==> config.mk <==
export PLATFORM = sky130hd
export DESIGN_NAME = host_to_dsp_mailbox
export DESIGN_NICKNAME = d
export VERILOG_FILES = /design/src/rtl/mbox_pkg.sv /design/src/rtl/mbox_host_stage.sv /design/src/rtl/mbox_addr_decode.sv /design/src/rtl/mbox_flag.sv /design/src/rtl/host_to_dsp_mailbox.sv
export SDC_FILE = /design/constraint.sdc
export NUM_CORES = 1
export LEC_CHECK = 0
export ABC_AREA = 1
export BUFFER_PORTS_ARGS = -buffer_cell sky130_fd_sc_hd__buf_4
export CORE_MARGIN = 2
export CORE_UTILIZATION = 47
export CTS_CLUSTER_DIAMETER = 100
export DETAILED_ROUTE_END_ITERATION = 8
export PLACE_DENSITY = 0.74
export SYNTH_ARGS = -nofsm -noshare
export SYNTH_HDL_FRONTEND = slang
export SYNTH_SLANG_ARGS = --single-unit
==> constraint.sdc <==
create_clock -name clk -period 0.98 [get_ports clk]
set_input_delay 0.196 -clock clk [delete_from_list [all_inputs] [get_ports clk]]
set_output_delay 0.196 -clock clk [all_outputs]
set_load 0.005 [all_outputs]
==> src/rtl/mbox_pkg.sv <==
// Package: types shared by the mailbox modules.
// Assumes: the host selects one half per write.
package mbox_pkg;
    typedef enum logic {
        HALF_UPPER = 1'b0,
        HALF_LOWER = 1'b1
    } half_sel_e;
endpackage

==> src/rtl/mbox_host_stage.sv <==
// Module: host-side staging. An upper-half write fills the holding register.
// A lower-half write commits the holding register and the lower data at once.
// Assumes: at most one host write per cycle; bit 15 of upper data is dropped.
module mbox_host_stage
    import mbox_pkg::*;
#(
    parameter int DATA_W = 16,
    localparam int UP_W = DATA_W - 1
) (
    input  logic              clk,
    input  logic              rst_n,
    input  logic              wr_en,
    input  half_sel_e         wr_sel,
    input  logic [DATA_W-1:0] wr_data,
    output logic              commit,
    output logic [UP_W-1:0]   msg_up,
    output logic [DATA_W-1:0] msg_lo
);
    logic [UP_W-1:0] hold_q;

    // Commit pulse: a lower-half write
    always_comb commit = wr_en && (wr_sel == HALF_LOWER);

    // Holding register: filled by an upper-half write
    always_ff @(posedge clk) begin
        if (!rst_n)
            hold_q <= '0;
        else if (wr_en && wr_sel == HALF_UPPER)
            hold_q <= wr_data[UP_W-1:0];
    end

    // Committed message: both halves updated together on commit
    always_ff @(posedge clk) begin
        if (!rst_n) begin
            msg_up <= '0;
            msg_lo <= '0;
        end else if (commit) begin
            msg_up <= hold_q;
            msg_lo <= wr_data;
        end
    end


    upper_write_no_commit_chk: assert property (@(posedge clk) disable iff (!rst_n)
        (wr_en && wr_sel == HALF_UPPER) |=> ($stable(msg_up) && $stable(msg_lo)));

    lower_write_commits_chk: assert property (@(posedge clk) disable iff (!rst_n)
        commit |=> (msg_lo == $past(wr_data)));
endmodule

==> src/rtl/mbox_addr_decode.sv <==
// Module: DSP-side address decode for the two mailbox words.
// Assumes: HI_ADDR and LO_ADDR differ.
module mbox_addr_decode #(
    parameter int              ADDR_W  = 16,
    parameter logic [ADDR_W-1:0] HI_ADDR = 16'hFFFE,
    parameter logic [ADDR_W-1:0] LO_ADDR = 16'hFFFF
) (
    input  logic              rd_en,
    input  logic [ADDR_W-1:0] addr,
    output logic              hit_up,
    output logic              hit_lo
);
    // Compare the request address with each word address
    always_comb begin
        hit_up = rd_en && (addr == HI_ADDR);
        hit_lo = rd_en && (addr == LO_ADDR);
    end

    // Check at start of simulation that the two addresses differ
    initial begin
        distinct_addr_chk: assert (HI_ADDR != LO_ADDR);
    end
endmodule

==> src/rtl/mbox_flag.sv <==
// Module: mail-waiting flag. Set by a commit, cleared by a lower-word read.
// Set wins over clear in the same cycle, so new mail is never lost.
// Assumes: set and clr are single-cycle strobes.
module mbox_flag (
    input  logic clk,
    input  logic rst_n,
    input  logic set,
    input  logic clr,
    output logic flag
);
    // Flag register with set-over-clear priority
    always_ff @(posedge clk) begin
        if (!rst_n)
            flag <= 1'b0;
        else if (set)
            flag <= 1'b1;
        else if (clr)
            flag <= 1'b0;
    end


    flag_set_chk: assert property (@(posedge clk) disable iff (!rst_n)
        set |=> flag);

    flag_clear_chk: assert property (@(posedge clk) disable iff (!rst_n)
        (clr && !set) |=> !flag);

    flag_hold_chk: assert property (@(posedge clk) disable iff (!rst_n)
        (!set && !clr) |=> $stable(flag));
endmodule

==> src/rtl/host_to_dsp_mailbox.sv <==
// Module: top level of the host-to-DSP mailbox. It joins the host staging,
// the DSP address decode and the flag, and registers the DSP read data.
// Assumes: synchronous active-low reset; read data arrives one cycle late.
module host_to_dsp_mailbox
    import mbox_pkg::*;
#(
    parameter int                DATA_W  = 16,
    parameter int                ADDR_W  = 16,
    parameter logic [ADDR_W-1:0] HI_ADDR = 16'hFFFE,
    parameter logic [ADDR_W-1:0] LO_ADDR = 16'hFFFF
) (
    input  logic              clk,
    input  logic              rst_n,
    input  logic              host_wr_en,
    input  logic              host_wr_sel,
    input  logic [DATA_W-1:0] host_wr_data,
    input  logic              dsp_rd_en,
    input  logic [ADDR_W-1:0] dsp_addr,
    output logic              dsp_rd_valid,
    output logic [DATA_W-1:0] dsp_rd_data,
    output logic              mail_pending
);
    localparam int UP_W = DATA_W - 1;

    half_sel_e         sel;
    logic              commit;
    logic [UP_W-1:0]   msg_up;
    logic [DATA_W-1:0] msg_lo;
    logic              hit_up;
    logic              hit_lo;
    logic              flag;
    logic [DATA_W-1:0] rd_mux;

    // Map the plain select pin onto the shared enum
    always_comb sel = half_sel_e'(host_wr_sel);

    mbox_host_stage #(.DATA_W(DATA_W)) u_stage (
        .clk     (clk),
        .rst_n   (rst_n),
        .wr_en   (host_wr_en),
        .wr_sel  (sel),
        .wr_data (host_wr_data),
        .commit  (commit),
        .msg_up  (msg_up),
        .msg_lo  (msg_lo)
    );

    mbox_addr_decode #(.ADDR_W(ADDR_W), .HI_ADDR(HI_ADDR), .LO_ADDR(LO_ADDR)) u_dec (
        .rd_en  (dsp_rd_en),
        .addr   (dsp_addr),
        .hit_up (hit_up),
        .hit_lo (hit_lo)
    );

    mbox_flag u_flag (
        .clk   (clk),
        .rst_n (rst_n),
        .set   (commit),
        .clr   (hit_lo),
        .flag  (flag)
    );

    // Select the word for a decoded read; zero for anything else
    always_comb begin
        if (hit_up)
            rd_mux = {flag, msg_up};
        else if (hit_lo)
            rd_mux = msg_lo;
        else
            rd_mux = '0;
    end

    // Read port register: data and valid one cycle after the request
    always_ff @(posedge clk) begin
        if (!rst_n) begin
            dsp_rd_valid <= 1'b0;
            dsp_rd_data  <= '0;
        end else begin
            dsp_rd_valid <= hit_up || hit_lo;
            dsp_rd_data  <= rd_mux;
        end
    end

    // Flag pin driven straight from the flag register
    always_comb mail_pending = flag;


    upper_read_valid_chk: assert property (@(posedge clk) disable iff (!rst_n)
        hit_up |=> (dsp_rd_valid && dsp_rd_data[DATA_W-1] == $past(flag)));

    upper_read_keeps_flag_chk: assert property (@(posedge clk) disable iff (!rst_n)
        (hit_up && !commit) |=> (mail_pending == $past(mail_pending)));

    idle_read_zero_chk: assert property (@(posedge clk) disable iff (!rst_n)
        !(hit_up || hit_lo) |=> (!dsp_rd_valid && dsp_rd_data == '0));

    collide_set_wins_chk: assert property (@(posedge clk) disable iff (!rst_n)
        (commit && hit_lo) |=> mail_pending);
endmodule

==> impl_metrics.py, run 1 <==
metrics = {
    "global_routing": {
        "overflow": 0,
        "antenna_found_initial": 0,
        "grt_first_pass_wirelength_mm": 8.34,
        "grt_usage": 0.195,
        "first_global_vias": 1943,
        "grt_max_degree": 33,
    },
    "timing": {
        "hold_viol": 0,
        "finalSetupViolations": 0,
        "fin_skew_ps": 4.47,
        "fin_crit_sh": 0.973,
        "min_period_ps": 953,
        "fmax_mhz": 1050,
        "setup_ws_ps": 26.9,
        "rsz0062_at_grt": "true",
        "tightest_slew_ps": 448,
        "maxSlewViolCount": 0,
        "relSlewSlack": 0.701,
        "fin_setup_tns_ps": 0,
    },
    "worst_setup_path": {
        "critPathKind": "reg2out",
        "worst-path-buf-inv": 1,
        "path_cells": "buf_6",
        "cpLargestDelayFamily": "flip-flops",
        "endpoint_kind": "output pin",
        "cp_max_fo": 2,
        "cp_slowest_stage_delay_ps": 320,
        "cp_slowest_cell": "dfxtp_2",
        "crit_path_start_kind": "flop",
        "cp_data_arrival_time_ps": 760,
        "critPathRequiredTime_ps": 780,
    },
    "pwr": {
        "p_leak_nw": 1.40,
        "p_seq_frac": 0.515,
        "p_clk_frac": 0.395,
        "power.internal_w": 0.00418,
        "p_switching_w": 0.00125,
        "swShare": 0.230,
        "p_per_area_nw_per_um2": 1680,
        "peakVddDrop_mv": 0.832,
        "p_total_w": 0.00542,
        "combPwrFrac": 0.089,
    },
    "yosys": {
        "ys.flop_type": "dfxtp_1",
        "avgSynthCellArea_um2": 7.82,
        "synth.cells.most_frequent": "96 x nor2_1, 64 x dfxtp_1, 46 x o21ai_0",
        "synth_top_area_cell": "dfxtp_1",
        "async_flop_share": 0,
        "synth_top_area_share": 0.530,
        "netlist_instances": 309,
        "synth_area_um2": 2420,
        "synthesis.nets": 346,
        "synth.distinct_cells": 19,
        "ys_seq_elements": 64,
        "yosys_warnings": 0,
        "synthTopCellsByArea": "dfxtp_1 53%, nor2_1 15%, o21ai_0 9.5%, nand4_1 4.1%, a21oi_1 3.7%",
        "yosysMostFrequentCell": "nor2_1",
        "synth_edf_count": 0,
        "ys_seq_area_frac": 0.530,
    },
    "cts": {
        "htree_levels": 3,
        "cts_tree": "done",
        "clk_latency_ps": 330,
        "path_clk_slew_ps": 60,
        "clockBufferDepth": 2,
        "root_buffer": "clkbuf_8",
        "cts_made_buffers": 9,
        "postCtsHoldBufs": 0,
        "cts.sinks": 64,
    },
    "outcome": {
        "outcome": "finished, final reports clean",
    },
    "drt": {
        "via_count": 2191,
        "dr.pass1.iters": 4,
        "via_per_inst": 4.96,
        "antenna_left": 0,
        "drc": 0,
        "drt-initial-drc-count": 154,
        "drt_wl_total_mm": 5.15,
        "wl_per_cell_um": 11.6,
    },
    "placement": {
        "postPlaceCellArea_um2": 2980,
        "pre_cts_ws_ps": -184,
        "finalWeightedCongestion": 0.821,
        "dp.final_hpwl_mm": 3.64,
        "dp.cells": 426,
        "io_buffers": 54,
    },
    "floorplan": {
        "ios": 55,
        "rows": 26,
        "die_h_um": 75.7,
        "die-area_um2": 5730,
        "core_area_um2": 5040,
        "dieWidth_um": 75.7,
        "initial_core_util": 0.479,
    },
    "layout": {
        "drive_gt1_frac": 0.274,
        "diodes": 0,
        "final_nets": 405,
        "design_area_um2": 3230,
        "area_delta_synth_final_pct": 33.6,
        "fin_cells": 442,
        "fill_cells": 437,
    },
    "flow_run": {
        "max_cap_violations": 0,
    },
    "min_path": {
        "worstHoldPathType": "in2reg",
    },
}
-- path summary, 6_finish.rpt --
kind                      start                 end  slack (ps)  depth (start not counted)
max                 u_flag.flag        mail_pending          30                          1
min             host_wr_data[4]   u_stage.hold_q[4]          90                          3
max reg2reg  u_stage.hold_q[11]  u_stage.msg_up[11]         250                          2
min reg2reg  u_stage.msg_up[11]     dsp_rd_data[11]         480                          2
-- cells in the final DEF, fill, tap and decap left out --
master     count
nand2_1       13
inv_2          1
o21ai_0       46
inv_1          9
clkbuf_1       1
buf_12         5
nor2_2         2
clkinv_1       2
a21oi_1       18
clkbuf_8      10
nand3_1       16
dfxtp_1       54
nor2_1        95
nand2_2        2
dfxtp_2       10
nor2_4         3
nor2_8         1
buf_6         11
nand4_1       16
bufinv_16      1
clkinv_2       3
buf_4         51
nand2_4        2
-- layer usage --
| layer | wire, um | global-route usage | vias up |
|---|---|---|---|
| met5 | 0 | 0 | - |
| met4 | 46 | 0.0897 | 0 |
| met3 | 256 | 0.0608 | 5 |
| met2 | 2310 | 0.287 | 66 |
| met1 | 2540 | 0.263 | 984 |
| li1 | - | - | 1136 |
-- sequential cells by signal (all words and copies together) (netlist names) --
register	count
dsp_rd_valid	1
dsp_rd_data	16
u_stage.msg_up	15
u_flag.flag	1
u_stage.msg_lo	16
u_stage.hold_q	15
-- timing repair --
action | in CTS | in global routing
endpoints found under the setup margin | 1 | 12
resized for setup | 1 | 20
buffers inserted | 1 | 0
-- kinds of logic after synthesis --
kind of cell / Yosys count / share of synthesized area
buffers and inverters: 31 / 0.0580
AO/OA/AOI/OAI: 64 / 0.133
flip-flops: 64 / 0.530
AND/OR/NAND/NOR: 150 / 0.279
-- power groups by stage --
| stage | sequential [W] | clock [W] | combinational [W] |
|---|---|---|---|
| 6_report | 0.00280 | 0.00214 | 0.000485 |
| 2_1_floorplan | 0.00283 | 0 | 0.000262 |
| 3_5_place_dp | 0.00285 | 0 | 0.000481 |
| 5_1_grt | 0.00281 | 0.00232 | 0.000552 |
| 3_3_place_gp | 0.00285 | 0 | 0.000470 |
| 4_1_cts | 0.00279 | 0.00219 | 0.000486 |
-- stage by stage --
| stage | utilization | hold WS, ps |
|---|---|---|
| 6_report | 0.640 | 94.9 |
| 3_5_place_dp | 0.591 | 435 |
| 2_1_floorplan | - | 331 |
| 5_1_grt | 0.640 | 101 |
| 4_1_cts | 0.630 | 88.1 |
| 3_3_place_gp | 0.591 | 428 |
-- final cells by class --
| class | count | area (um^2) | area share |
|---|---|---|---|
| Sequential cell | 64 | 1290 | 0.401 |
| Multi-Input combinational cell | 214 | 1010 | 0.312 |
| Timing Repair Buffer | 67 | 607 | 0.188 |
| Clock buffer | 11 | 141 | 0.0438 |
| Tap cell | 70 | 87.6 | 0.0271 |
| Clock inverter | 4 | 45.0 | 0.0140 |
| Inverter | 12 | 45.0 | 0.0140 |
No activity file was read; power rests on OpenSTA's default activity.
==> inputs of run 2 (changes only) <==
- CORE_UTILIZATION: 47 -> 35
- PLACE_DENSITY: 0.74 -> not set
==> run 2 against run 1 <==
Die area is 32% higher. Critical endpoint is now dsp_rd_data[3]. Sequential share of layout area is 0.26 points higher. Sequential power hardly changed. Largest cell class unchanged.
==> impl_metrics.py, run 2 (synthesis results as in run 1) <==
metrics = {
    "drt": {
        "via_per_inst": 4.75,
        "wl_per_cell_um": 11.6,
        "drt-initial-drc-count": 116,
        "dr.pass1.iters": 4,
        "drt_wl_total_mm": 5.24,
        "via_count": 2136,
        "antenna_left": 0,
        "drc": 0,
    },
    "cts": {
        "path_clk_slew_ps": 60,
        "cts_made_buffers": 9,
        "cts.sinks": 64,
        "clockBufferDepth": 2,
        "clk_latency_ps": 330,
        "root_buffer": "clkbuf_8",
        "htree_levels": 3,
        "cts_tree": "done",
    },
    "global_routing": {
        "grt_max_degree": 46,
        "use_met2": 0.192,
        "antenna_found_initial": 0,
        "first_global_vias": 1881,
        "met3_usage": 0.0351,
        "grt_first_pass_wirelength_mm": 8.56,
        "grt_usage": 0.145,
        "overflow": 0,
        "use_met1": 0.211,
        "globalRoute.busiestLayer": "met1",
    },
    "timing": {
        "fin_crit_sh": 0.972,
        "fmax_mhz": 1050,
        "hold_viol": 0,
        "tightest_slew_ps": 459,
        "finalSetupViolations": 0,
        "setup_ws_ps": 27.7,
        "relSlewSlack": 0.693,
        "fin_skew_ps": 4.57,
        "min_period_ps": 952,
        "rsz0062_at_grt": "true",
        "maxSlewViolCount": 0,
    },
    "floorplan": {
        "die-area_um2": 7580,
        "core_area_um2": 6720,
        "dieWidth_um": 87.1,
        "ios": 55,
        "die_h_um": 87.1,
        "initial_core_util": 0.360,
        "rows": 30,
    },
    "placement": {
        "dp.final_hpwl_mm": 3.78,
        "io_buffers": 54,
        "finalWeightedCongestion": 0.781,
        "postPlaceCellArea_um2": 3000,
        "pre_cts_ws_ps": -177,
    },
    "layout": {
        "final_common_cell": "nor2_1",
        "diodes": 0,
        "largestRegisters": "dsp_rd_data (16), u_stage.msg_lo (16)",
        "final_nets": 404,
        "design_area_um2": 3200,
        "drive_gt1_frac": 0.262,
        "area_delta_synth_final_pct": 32.6,
        "layout_common_cells": "95 x nor2_1, 55 x dfxtp_1, 51 x buf_4, 46 x o21ai_0, 18 x a21oi_1",
        "fill_cells": 661,
    },
    "outcome": {
        "outcome": "finished, final reports clean",
    },
    "worst_setup_path": {
        "cp_data_arrival_time_ps": 760,
        "worst-path-buf-inv": 1,
        "critPathKind": "reg2out",
        "cpLargestDelayFamily": "flip-flops",
        "path_cells": "buf_6",
        "cp_slowest_cell": "dfxtp_2",
        "cp_slowest_stage_delay_ps": 320,
        "endpoint_kind": "output pin",
        "crit_path_start_kind": "flop",
        "critPathRequiredTime_ps": 780,
        "cp_max_fo": 1,
    },
    "flow_run": {
        "max_cap_violations": 0,
    },
    "pwr": {
        "p_per_area_nw_per_um2": 1600,
        "peakVddDrop_mv": 0.618,
        "p_leak_nw": 1.38,
    },
    "min_path": {
        "worstHoldPathType": "in2reg",
    },
}
run 2: changes by cell type in the layout (fill, tap and decap cells not counted), sizes merged:
cell	before	now
bufinv	1	0
clkinv	5	3
buf	67	66
clkbuf	11	13
run 2: final cells by class:
cell class / count / area, um^2 / area share
sequential: 64 / 1290 / 0.404
timing repair buffer: 66 / 604 / 0.189
tap: 80 / 100 / 0.0313
clock buffer: 13 / 149 / 0.0465
clock inverter: 1 / 5.00 / 0.00156
multi-input combinational: 214 / 1010 / 0.314
inverter: 12 / 45.0 / 0.0141
run 2: metal layers:
metal,vias to the layer above,routed length (um)
li1,1133,-
met3,4,265
met5,-,0
met1,929,2700
met2,70,2220
met4,0,58
run 2: metrics by stage:
step	TNS, ps	hold WS (ps)	power, W	util	instances
2_1_floorplan	0	331	0.00309	-	309
3_3_place_gp	-2510	429	0.00333	0.446	435
3_5_place_dp	-2870	435	0.00334	0.446	435
4_1_cts	0	81.1	0.00519	0.472	450
5_1_grt	-16.9	102	0.00537	0.477	450
6_report	0	101	0.00512	0.477	450
run 2: final timing paths:
| path | start | end | slack (ps) | depth (start not counted) |
|---|---|---|---|---|
| worst max-delay path | dsp_rd_data[3] | dsp_rd_data[3] | 30 | 1 |
| worst min register to register | u_stage.msg_up[4] | dsp_rd_data[4] | 480 | 2 |
| worst max register to register | u_stage.hold_q[10] | u_stage.msg_up[10] | 270 | 2 |
| worst min-delay path | host_wr_data[2] | u_stage.hold_q[2] | 100 | 3 |
run 2: timing repair:
item | 4_1_cts | 5_1_grt
resized for setup | 4 | 14
gates cloned | 0 | 0
buffers inserted | 1 | 0
hold buffers | 0 | 0
endpoints found under the setup margin | 2 | 9
run 2: report_power, final:
part           switching [W]  internal [W]
combinational       0.000251      0.000236
clock               0.000877      0.000957
sequential         0.0000677       0.00273
